===== src/rtl/read_splitter.sv =====
module read_splitter #(
  parameter int ADDR_W = 32,
  parameter int LEN_W  = 21,
  parameter int BND    = 64
) (
  input  logic              clk,
  input  logic              rst_n,
  input  logic              desc_valid,
  output logic              desc_ready,
  input  logic [ADDR_W-1:0] desc_addr,
  input  logic [LEN_W-1:0]  desc_len,
  input  logic [1:0]        desc_mps,
  output logic              req_valid,
  input  logic              req_ready,
  output logic [ADDR_W-1:0] req_addr,
  output logic [LEN_W-1:0]  req_len,
  output logic              xfer_done
);
  localparam int BW = $clog2(BND);

  logic              busy;
  logic [ADDR_W-1:0] cur_addr;
  logic [LEN_W-1:0]  rem;
  logic [1:0]        mps_q;
  logic              done_q;

  logic [LEN_W-1:0] mps_bytes, to_bnd, limit, chunk;
  logic [BW-1:0]    off;
  logic             take, fire, last;

  assign off       = cur_addr[BW-1:0];
  assign mps_bytes = LEN_W'(128) << mps_q;
  assign to_bnd    = LEN_W'(BND) - LEN_W'(off);
  assign limit     = (off != '0) ? to_bnd : mps_bytes;
  assign chunk     = (rem < limit) ? rem : limit;
  assign last      = (rem <= limit);

  assign desc_ready = !busy;
  assign req_valid  = busy;
  assign req_addr   = cur_addr;
  assign req_len    = chunk;
  assign xfer_done  = done_q;

  assign take = desc_valid && desc_ready;
  assign fire = req_valid && req_ready;

  always_ff @(posedge clk) begin
    if (!rst_n) begin
      busy     <= 1'b0;
      cur_addr <= '0;
      rem      <= '0;
      mps_q    <= '0;
      done_q   <= 1'b0;
    end else begin
      done_q <= 1'b0;
      if (take) begin
        cur_addr <= desc_addr;
        rem      <= desc_len;
        mps_q    <= desc_mps;
        busy     <= (desc_len != '0);
        done_q   <= (desc_len == '0);
      end else if (fire) begin
        cur_addr <= cur_addr + ADDR_W'(chunk);
        rem      <= rem - chunk;
        if (last) begin
          busy   <= 1'b0;
          done_q <= 1'b1;
        end
      end
    end
  end

  assert_idle_after_reset_R1: assert property (@(posedge clk)
    !rst_n |=> !req_valid && !xfer_done && desc_ready);

  assert_no_desc_when_busy_R2: assert property (@(posedge clk) disable iff (!rst_n)
    req_valid |-> !desc_ready);

  assert_len_in_range_R6: assert property (@(posedge clk) disable iff (!rst_n)
    req_valid |-> (req_len != '0) && (req_len <= mps_bytes));

  assert_hold_when_stalled_R7: assert property (@(posedge clk) disable iff (!rst_n)
    req_valid && !req_ready |=> req_valid && $stable(req_addr) && $stable(req_len));

  assert_addr_advance_R7: assert property (@(posedge clk) disable iff (!rst_n)
    req_valid && req_ready |=> !req_valid || (req_addr == $past(req_addr) + ADDR_W'($past(req_len))));

  assert_done_idle_R8: assert property (@(posedge clk) disable iff (!rst_n)
    xfer_done |-> !req_valid && desc_ready);

  assert_no_boundary_cross_R3: assert property (@(posedge clk) disable iff (!rst_n)
    req_valid && (req_addr[BW-1:0] != '0) |-> (LEN_W'(req_addr[BW-1:0]) + req_len) <= LEN_W'(BND));
endmodule


===== config.mk =====
export PLATFORM = sky130hd
export DESIGN_NAME = read_splitter
export DESIGN_NICKNAME = d
export VERILOG_FILES = /design/src/rtl/read_splitter.sv
export SDC_FILE = /design/constraint.sdc
export NUM_CORES = 1
export LEC_CHECK = 0
export BUFFER_PORTS_ARGS = -buffer_cell sky130_fd_sc_hd__buf_2
export CAP_MARGIN = 20
export CELL_PAD_IN_SITES_DETAIL_PLACEMENT = 0
export CELL_PAD_IN_SITES_GLOBAL_PLACEMENT = 2
export CORE_MARGIN = 2
export CORE_UTILIZATION = 31
export DETAILED_ROUTE_END_ITERATION = 8
export GPL_ROUTABILITY_DRIVEN = 0
export PLACE_DENSITY = 0.77
export SLEW_MARGIN = 40
export SYNTH_ARGS = -nofsm -noshare
export SYNTH_HDL_FRONTEND = slang
export SYNTH_SLANG_ARGS = --single-unit

===== constraint.sdc =====
create_clock -name clk -period 7.4 [get_ports clk]
set_clock_uncertainty 0.05 [all_clocks]
set_input_delay 1.48 -clock clk [delete_from_list [all_inputs] [get_ports clk]]
set_output_delay 1.48 -clock clk [all_outputs]
set_load 0.1 [all_outputs]

==> reports/results.ini, run 1 <==
[placed_design]
placed_cell_area_um2 = 5480
io_buffers = 104
hpwlAfterDp_um = 11600
placed_cells = 892
pre_cts_ws_ns = 1.61

[setup_path]
slowest_stage = or4_1
worstPathRequired_ns = 7.55
reg2reg_from = req_addr[1]
cp_slowest_stage_delay_ns = 0.54
startpoint = req_addr[1]
endpoint_kind = flop
cp-start-kind = flop
cp_max_fo = 15
critPathKind = reg -> reg
arrival_ns = 5.96

[global_routing]
grt.overflow.total = 0
grt_usage_pct = 19.2
grt_pass1_vias = 4771
antenna_found_initial = 0
grt_pass1_wl_um = 24600
grt_max_degree = 52

[timing]
setup_slack_ns = 1.59
finalSetupViolCount = 0
tightest_slew_ns = 0.607
drv_slew = 0
period_share_pct = 78.4
fin_tns_setup_ns = 0
rsz0062_at_grt = no
hold_viol = 0
maxSlewHeadroom_pct = 59.1
max_freq_ghz = 0.172
period_minus_slack_ns = 5.81

[final_layout]
fin_area_um2 = 5780
final_cell_mix = 104 x buf_2, 69 x a21oi_1, 66 x nand2_1
multi_input_area_um2 = 3430
antenna_cells = 0
areaGrowthSynthToFinish_pct = 20.9
fillers = 1618
final_common_cell = buf_2
layout-drive-gt1-share_pct = 21.3
final-seq-area_um2 = 1140
layoutNonFillerInstCount = 908
finalNetCount = 820

[die]
die_h_um = 128
fp.coreArea_um2 = 15100
io_pins = 115
die-area_um2 = 16400
die_x_um = 128
start_util_pct = 31.5
rows = 45

[clock_network]
cts_buffers = 9
postCtsSetupBuffers = 0
postCtsHoldBufs = 0
cts_tree = done
cts_htree_levels = 3
clk_path_buf_depth = 2
clk_latency_ns = 0.34
cts_root_buf = clkbuf_16
cts_sinks = 57
clk_pin_slew_worst_paths_ns = 0.06
cts_resized = 0

[yosys]
syn_avg_cell_area_um2 = 7.82
synth-edff-count = 0
async_reset_ff_share_pct = 0
synthCells = 611
yosysSeqAreaShare_pct = 23.9
synth_warnings = 0
synth_seq_cells = 57
syn-cell-area_um2 = 4780
ys_types = 67
synthFlopType = dfxtp_1

[power]
p_per_area_nw_per_um2 = 293
power_mw = 1.70
p_leak_nw = 2.61
ir_drop_mv = 0.120

[route]
via_count = 4867
drt-total-wl_um = 15400
firstDrtPassIters = 4
avgViaCountPerCell = 5.36
antenna_left = 0
drt-initial-drc-count = 411
wl_per_cell_um = 17.0
remaining_drc_errors = 0

[run]
maxCapViolCount = 0

[status]
outcome = finished clean

[hold_path]
hp-class = reg -> reg
min_from = rem[12]

per-layer routing:
layer,wire length [µm],part of all wire [%],up-vias,GRT usage (%)
met2,7330,48,110,32.6
li1,-,-,2450,-
met5,0,0,-,0
met3,677,4.4,16,3.84
met1,7100,46,2291,24.3
met4,296,1.9,0,6.59
area by class of cell:
type / count / share of cell area [%]
multi-input combinational: 509 / 59.4
sequential: 57 / 19.8
timing repair buffer: 110 / 9.79
clock buffer: 11 / 4.20
tap: 188 / 4.07
inverter: 28 / 1.86
clock inverter: 5 / 0.953
kinds of logic (layout without fill, tap and decap cells):
group	count (synthesis)	count (layout)	synth area share, %
AOI/OAI and AO/OA	211	211	29.3
and+or+nand+nor	194	194	20.6
buffers and inverters	64	154	5.97
DFF	57	57	23.9
adders and majority gates	46	46	12.4
xor gates and xnor gates	24	24	4.40
muxes	13	13	3.27
other	2	21	0.157
through the flow:
| step | hold WS [ns] | utilization, % |
|---|---|---|
| 4_1_cts | 0.438 | 38.1 |
| 3_5_place_dp | 0.429 | 36.2 |
| 6_report | 0.444 | 38.1 |
| 3_3_place_gp | 0.419 | 36.2 |
| 2_1_floorplan | 0.401 | - |
| 5_1_grt | 0.474 | 38.1 |
synthesized netlist by cell type (all sizes together), types with 3 or more instances:
| cell type | n | area, µm² |
|---|---|---|
| inv | 28 | 105 |
| buf | 16 | 105 |
| dfxtp | 57 | 1140 |
| or3 | 11 | 83.8 |
| a22oi | 19 | 143 |
| a21oi | 69 | 345 |
| clkbuf | 20 | 75.1 |
| a31oi | 12 | 75.1 |
| nand2b | 6 | 37.5 |
| and3 | 5 | 31.3 |
| a311oi | 5 | 43.8 |
| nand2 | 66 | 248 |
| and2 | 6 | 37.5 |
| nor3b | 3 | 22.5 |
| a221oi | 7 | 67.6 |
| or2 | 3 | 21.3 |
| ha | 44 | 551 |
| o211ai | 7 | 52.6 |
| o221ai | 3 | 26.3 |
| a21o | 16 | 120 |
| nand4 | 6 | 37.5 |
| o22ai | 5 | 31.3 |
| nor2b | 7 | 43.8 |
| or4 | 5 | 37.5 |
| nor3 | 10 | 66.3 |
| a22o | 3 | 26.3 |
| nor4 | 7 | 43.8 |
| xor2 | 12 | 105 |
| nor2 | 41 | 154 |
| xnor2 | 12 | 105 |
| a211oi | 4 | 30.0 |
| o21ai | 23 | 115 |
| o31a | 5 | 43.8 |
| o21a | 12 | 90.1 |
| mux2 | 12 | 146 |
| nand3 | 13 | 77.6 |
flip-flops by register name, summed over array words and instances, names as in the netlist:
name / cells
rem: 21
req_addr: 32
mps_q: 2
req_valid: 1
xfer_done: 1
report_power, final:
| part | leakage, nW | switching, mW | internal, mW |
|---|---|---|---|
| registers | 0.470 | 0.0402 | 0.340 |
| logic | 2.00 | 0.605 | 0.283 |
| clock network | 0.142 | 0.158 | 0.268 |
worst paths after layout:
check                  to  slack (ns)  cells after the start
setup reg to reg  rem[20]        1.59                     25
setup / recovery  rem[20]        1.59                     25
hold / removal    rem[12]        0.44                      2
hold reg to reg   rem[12]        0.44                      2
critical path: cells and delay by family, from the launching register on:
kind,cells,cell delay (ns)
mux,1,0.32
fa+ha+maj,4,1.06
flops,1,0.33
simple gates,6,1.38
compound gates,10,2.06
buf+inv,4,0.44
(Power assumes the default switching activity.)
==> run 2: changes to the inputs <==
--- a/config.mk
+++ b/config.mk
@@ -10,10 +10,10 @@
 export CELL_PAD_IN_SITES_DETAIL_PLACEMENT = 0
 export CELL_PAD_IN_SITES_GLOBAL_PLACEMENT = 2
 export CORE_MARGIN = 2
-export CORE_UTILIZATION = 31
+export CORE_UTILIZATION = 28
 export DETAILED_ROUTE_END_ITERATION = 8
 export GPL_ROUTABILITY_DRIVEN = 0
-export PLACE_DENSITY = 0.77
+export PLACE_DENSITY = 0.73
 export SLEW_MARGIN = 40
 export SYNTH_ARGS = -nofsm -noshare
 export SYNTH_HDL_FRONTEND = slang
==> constraint.sdc (replaced) <==
create_clock -name clk -period 4.8 [get_ports clk]
set_clock_uncertainty 0.05 [all_clocks]
set_input_delay 0.96 -clock clk [delete_from_list [all_inputs] [get_ports clk]]
set_output_delay 0.96 -clock clk [all_outputs]
set_load 0.1 [all_outputs]
==> run 2 against run 1 <==
Effect of this change: the run now ends with setup timing left; routed wire length grew 13%; non-clock buffer count rose by 107; setup slack worse by 1.9 ns; via count grew 9.9%; utilization grew 5.4 points; hold slack worse by 0.011 ns; sequential power up 54%; global-route usage barely moved; clock power is 49% higher; final cell count increased by 15%; first-iteration DRC count decreased by 42%; largest cell class unchanged.
==> reports/results.ini, run 2 (synthesis results as in run 1) <==
[placed_design]
placed_cell_area_um2 = 6290  ; +15%
pre_cts_ws_ns = -0.348  ; -1.96 ns
hpwlAfterDp_um = 12900  ; +12%
io_buffers = 104  ; unchanged
placed_cells = 1003  ; +12%

[hold_path]
whs_path_depth = 1  ; -1
min_from = req_addr[26]
min_to = req_addr[26]
hp-class = reg -> reg

[setup_path]
reg2reg_from = req_addr[0]
timing.rr.end = rem[19]
r2r_slack_ns = -0.27  ; -1.86 ns
cp-start-kind = flop
cp_max_fo = 5  ; -10
critPathKind = reg -> reg
arrival_ns = 5.27  ; -0.69 ns
startpoint = req_addr[0]
endpoint_kind = flop
rr_worst_depth = 22  ; -12%
worstPathRequired_ns = 5.01  ; -2.54 ns

[global_routing]
grt_max_degree = 51  ; -1.9%
antenna_found_initial = 0  ; unchanged
grt_usage_pct = 19.2  ; -0.048 points
grt.overflow.total = 0  ; unchanged
grt_pass1_wl_um = 27200  ; +10%
grt_pass1_vias = 5375  ; +13%

[route]
drt-initial-drc-count = 240  ; -42%
remaining_drc_errors = 0  ; unchanged
drt-total-wl_um = 17400  ; +13%
via_count = 5347  ; +9.9%
antenna_left = 0  ; unchanged
avgViaCountPerCell = 5.11  ; -4.7%
wl_per_cell_um = 16.6  ; -2.2%
firstDrtPassIters = 5  ; +1

[final_layout]
fin_area_um2 = 7240  ; +25%
final-seq-area_um2 = 1160  ; +1.3%
fillers = 1696  ; +4.8%
layout-drive-gt1-share_pct = 41.2  ; +20 points
layoutNonFillerInstCount = 1047  ; +15%
antenna_cells = 0  ; unchanged
multi_input_area_um2 = 3960  ; +16%
areaGrowthSynthToFinish_pct = 51.6
largest_reg_flops = 32  ; unchanged
final_common_cell = buf_2
finalNetCount = 928  ; +13%
final_cell_mix = 99 x buf_2, 97 x buf_4, 66 x nand2_1

[clock_network]
postCtsHoldBufs = 0  ; unchanged
clk_latency_ns = 0.34  ; about the same
cts_buffers = 9  ; unchanged
cts_sinks = 57  ; unchanged
clk_pin_slew_worst_paths_ns = 0.05  ; about the same
clk_path_buf_depth = 2  ; unchanged
cts_tree = done
cts_htree_levels = 3  ; unchanged
cts_root_buf = clkbuf_16

[timing]
period_share_pct = 106  ; +27 points
rsz0062_at_grt = yes
maxSlewHeadroom_pct = 47.2  ; -12 points
period_minus_slack_ns = 5.07  ; -0.736 ns
fin_tns_setup_ns = -2.66  ; -2.66 ns
hold_viol = 0  ; unchanged
tightest_slew_ns = 0.790  ; +0.183 ns
max_freq_ghz = 0.197  ; +15%
drv_slew = 0  ; unchanged
finalSetupViolCount = 21  ; +21
setup_slack_ns = -0.269  ; -1.86 ns

[power]
p_per_area_nw_per_um2 = 435  ; +48%
p_leak_nw = 3.25  ; +24%
ir_drop_mv = 0.205  ; +71%

[die]
die-area_um2 = 18100  ; +10%
io_pins = 115  ; unchanged
fp.coreArea_um2 = 16600  ; +9.9%
die_x_um = 135  ; +5.1%
rows = 47  ; +4.4%
die_h_um = 135  ; +5.1%
start_util_pct = 28.7  ; -2.8 points

[status]
violations = setup timing
outcome = finished, violations left

[run]
maxCapViolCount = 0  ; unchanged

run 2: cell count changes in the layout (fill, tap and decap cells not counted), sizes merged:
cell	change
buf	+105
clkbuf	+3
clkinv	-1
clkinvlp	-1
nand3	+1
run 2: cell type report:
cell class,instances,share of cell area (%)
repair buffers,217,20.2
clock inverters,3,0.587
inverters,28,1.52
flip-flops and latches,57,16.0
multi-input cells,510,54.7
clock buffers,12,3.27
well taps,220,3.80
run 2: metal layers:
metal	GRT usage, %	vias to the layer above	share of wire, %
met5	0	-	0
met4	8.48	0	3.0
met3	2.44	29	3.8
met2	34.4	108	50
met1	22.8	2529	43
li1	-	2681	-
run 2: timing repair:
| item | CTS | global route |
|---|---|---|
| setup buffers | 24 | 5 |
| resized for setup | 62 | 38 |
| pin swaps | 31 | 18 |
| setup endpoints to repair | 30 | 43 |
| gates cloned | 1 | 0 |
run 2: power by group:
group          total, mW  internal, mW  switching [mW]
combinational       1.93         0.815            1.11
sequential         0.587         0.526          0.0614
clock              0.636         0.398           0.238
total               3.15          1.74            1.41
run 2: metrics by stage:
step / utilization [%] / hold slack, ns / power, mW
floorplan: - / 0.401 / 1.78
global placement: 37.8 / 0.415 / 2.23
detailed placement: 37.8 / 0.425 / 2.24
CTS: 42.4 / 0.445 / 3.09
global route: 43.5 / 0.462 / 3.33
finish: 43.5 / 0.433 / 3.15
run 2: how the worst max path moves through the flow:
stage | end | slack, ns | depth (start not counted)
after CTS | rem[19] | -0.20 | 22
after floorplan | rem[15] | -0.56 | 23
after global routing | req_addr[31] | -0.47 | 23
final | rem[19] | -0.27 | 22
after detailed placement | req_addr[27] | -0.35 | 23
after global placement | req_addr[31] | -0.26 | 23
run 2: critical path: stages, from the launching register on:
cell	delay, ns
dfxtp_4	0.34
or3_4	0.39
or3_1	0.31
a21oi_1	0.15
inv_1	0.07
ha_2	0.16
a21o_1	0.15
a21o_1	0.19
a21oi_2	0.13
nor2b_1	0.07
o21ai_2	0.20
nand3_4	0.16
mux2_4	0.36
inv_4	0.08
ha_4	0.19
nor2b_4	0.12
o31a_1	0.25
o41a_1	0.35
o31a_1	0.31
o21a_1	0.20
nor3_4	0.19
mux2_2	0.38
a31oi_1	0.17
==> run 3: changes to the inputs <==
--- a/config.mk
+++ b/config.mk
@@ -10,10 +10,10 @@
 export CELL_PAD_IN_SITES_DETAIL_PLACEMENT = 0
 export CELL_PAD_IN_SITES_GLOBAL_PLACEMENT = 2
 export CORE_MARGIN = 2
-export CORE_UTILIZATION = 28
+export CORE_UTILIZATION = 25
 export DETAILED_ROUTE_END_ITERATION = 8
 export GPL_ROUTABILITY_DRIVEN = 0
-export PLACE_DENSITY = 0.73
+export PLACE_DENSITY = 0.66
 export SLEW_MARGIN = 40
 export SYNTH_ARGS = -nofsm -noshare
 export SYNTH_HDL_FRONTEND = slang
==> run 3 against run 2 <==
Effect of this change: setup slack got worse by 0.094 ns; combinational power barely moved; the flow still finishes with violations (setup timing); clock-buffer cell count stayed put.
==> reports/results.ini, run 3 (synthesis results as in run 1) <==
[setup_path]
cp_max_fo = 6  ; +1
r2r_slack_ns = -0.36  ; -0.09 ns
startpoint = req_addr[0]
cp-endpoint = rem[15]
endpoint_kind = flop
worstPathRequired_ns = 5.01  ; about the same
timing.rr.end = rem[15]
arrival_ns = 5.38  ; +0.11 ns
critPathKind = reg -> reg
cp-start-kind = flop
reg2reg_from = req_addr[0]
rr_worst_depth = 22  ; unchanged

[run]
maxCapViolCount = 0  ; unchanged

[clock_network]
cts_sinks = 57  ; unchanged
cts_htree_levels = 3  ; unchanged
clk_path_buf_depth = 2  ; unchanged
clk_pin_slew_worst_paths_ns = 0.06  ; about the same
postCtsHoldBufs = 0  ; unchanged
clk_latency_ns = 0.34  ; about the same
cts_root_buf = clkbuf_16
cts_buffers = 9  ; unchanged
cts_tree = done

[status]
violations = setup timing
outcome = finished, violations left

[die]
rows = 50  ; +6.4%
io_pins = 115  ; unchanged
die_x_um = 142  ; +5.7%
die_h_um = 142  ; +5.7%
fp.coreArea_um2 = 18700  ; +12%
die-area_um2 = 20200  ; +12%
start_util_pct = 25.5  ; -3.2 points

[timing]
max_freq_ghz = 0.194  ; -1.8%
fin_tns_setup_ns = -4.59  ; -1.92 ns
period_minus_slack_ns = 5.16  ; +0.0944 ns
setup_slack_ns = -0.363  ; -0.0944 ns
worst_hold_slack_ns = 0.440  ; +0.00764 ns
maxSlewHeadroom_pct = 52.8  ; +5.6 points
finalSetupViolCount = 24  ; +14%
period_share_pct = 108  ; +2.0 points
rsz0062_at_grt = yes
drv_slew = 0  ; unchanged
tightest_slew_ns = 0.706  ; -0.0840 ns
hold_viol = 0  ; unchanged

[placed_design]
io_buffers = 104  ; unchanged
hpwlAfterDp_um = 13200  ; +2.4%
pre_cts_ws_ns = -0.384  ; -0.0358 ns
placed_cell_area_um2 = 6350  ; +0.95%
placed_cells = 1022  ; +1.9%

[final_layout]
layoutNonFillerInstCount = 1065  ; +1.7%
layout-drive-gt1-share_pct = 42.5  ; +1.2 points
finalCoreUtilization_pct = 39.3  ; -4.2 points
final_cell_mix = 100 x buf_4, 98 x buf_2, 66 x nand2_1
fillers = 1891  ; +11%
largest_reg_flops = 32  ; unchanged
final_common_cell = buf_4
finalNetCount = 931  ; +0.32%
antenna_cells = 0  ; unchanged
fin_area_um2 = 7360  ; +1.6%
areaGrowthSynthToFinish_pct = 54.0

[power]
ir_drop_mv = 0.183  ; -10%
power_mw = 3.19  ; +1.4%
p_per_area_nw_per_um2 = 434  ; -0.18%
p_leak_nw = 3.27  ; +0.73%

[route]
wl_per_cell_um = 16.8  ; +1.2%
remaining_drc_errors = 0  ; unchanged
antenna_left = 0  ; unchanged
firstDrtPassIters = 7  ; +2
via_count = 5342  ; -0.094%
drt-initial-drc-count = 281  ; +17%
avgViaCountPerCell = 5.02  ; -1.8%
drt-total-wl_um = 17900  ; +2.9%

[global_routing]
grt_pass1_wl_um = 27500  ; +1.1%
grt_pass1_vias = 5352  ; -0.43%
grt.overflow.total = 0  ; unchanged
antenna_found_initial = 0  ; unchanged
grt_usage_pct = 17.4  ; -1.7 points
grt_max_degree = 51  ; unchanged

[hold_path]
hp-class = reg -> reg
whs_path_depth = 2  ; +1

## run 3: cell types whose count changed in the layout (fill, tap and decap cells not counted), sizes merged
cell,delta
bufinv,-1
clkinv,+1
clkbuf,+1
buf,+3
nand3,-1
inv,+1
## run 3: repair_timing
action | 4_1_cts | 5_1_grt
buffers inserted | 15 | 12
resized for setup | 41 | 74
endpoints found under the setup margin | 25 | 46
pin swaps | 27 | 41
## run 3: report_power, final
group	internal (mW)	leakage, nW	switching [mW]
Sequential	0.526	0.473	0.0636
Clock	0.394	0.144	0.259
Combinational	0.825	2.65	1.12
## run 3: metal layers
layer / track usage (%) / vias up / share of wire (%)
met1: 21.5 / 2510 / 44
li1: - / 2683 / -
met2: 30.5 / 116 / 49
met3: 2.39 / 33 / 3.4
met4: 7.21 / 0 / 3.2
met5: 0 / - / 0
## run 3: worst min-delay path by stage
stage	startpoint	to	slack, ns
6_report	rem[18]	rem[18]	0.44
5_1_grt	rem[18]	rem[18]	0.46
4_1_cts	rem[12]	rem[12]	0.43
3_5_place_dp	rem[12]	rem[12]	0.42
3_3_place_gp	rem[18]	rem[18]	0.41
2_1_floorplan	rem[12]	rem[12]	0.40
## run 3: critical path: stages (launching register included)
cell and delay, ns:
dfxtp_4 0.35, or3_4 0.38, or3_4 0.34, a21oi_2 0.16
inv_2 0.07, ha_4 0.15, a21o_1 0.14, a21o_1 0.16
a21oi_2 0.14, nor2b_2 0.07, o21ai_2 0.17, nand3_4 0.15
mux2_4 0.35, inv_4 0.07, ha_4 0.19, nor2b_4 0.12
o31a_1 0.26, o41a_1 0.47, o31a_1 0.27, o21a_1 0.22
nor3_4 0.27, or3b_1 0.37, a31oi_1 0.13
## run 3: layout make-up
type | instances | area [µm²] | area share [%]
clock buffer | 12 | 268 | 3.64
multi-input combinational | 509 | 4010 | 54.5
timing repair buffer | 221 | 1500 | 20.4
tap | 234 | 293 | 3.98
clock inverter | 4 | 23.8 | 0.323
inverter | 28 | 110 | 1.50
sequential | 57 | 1160 | 15.7
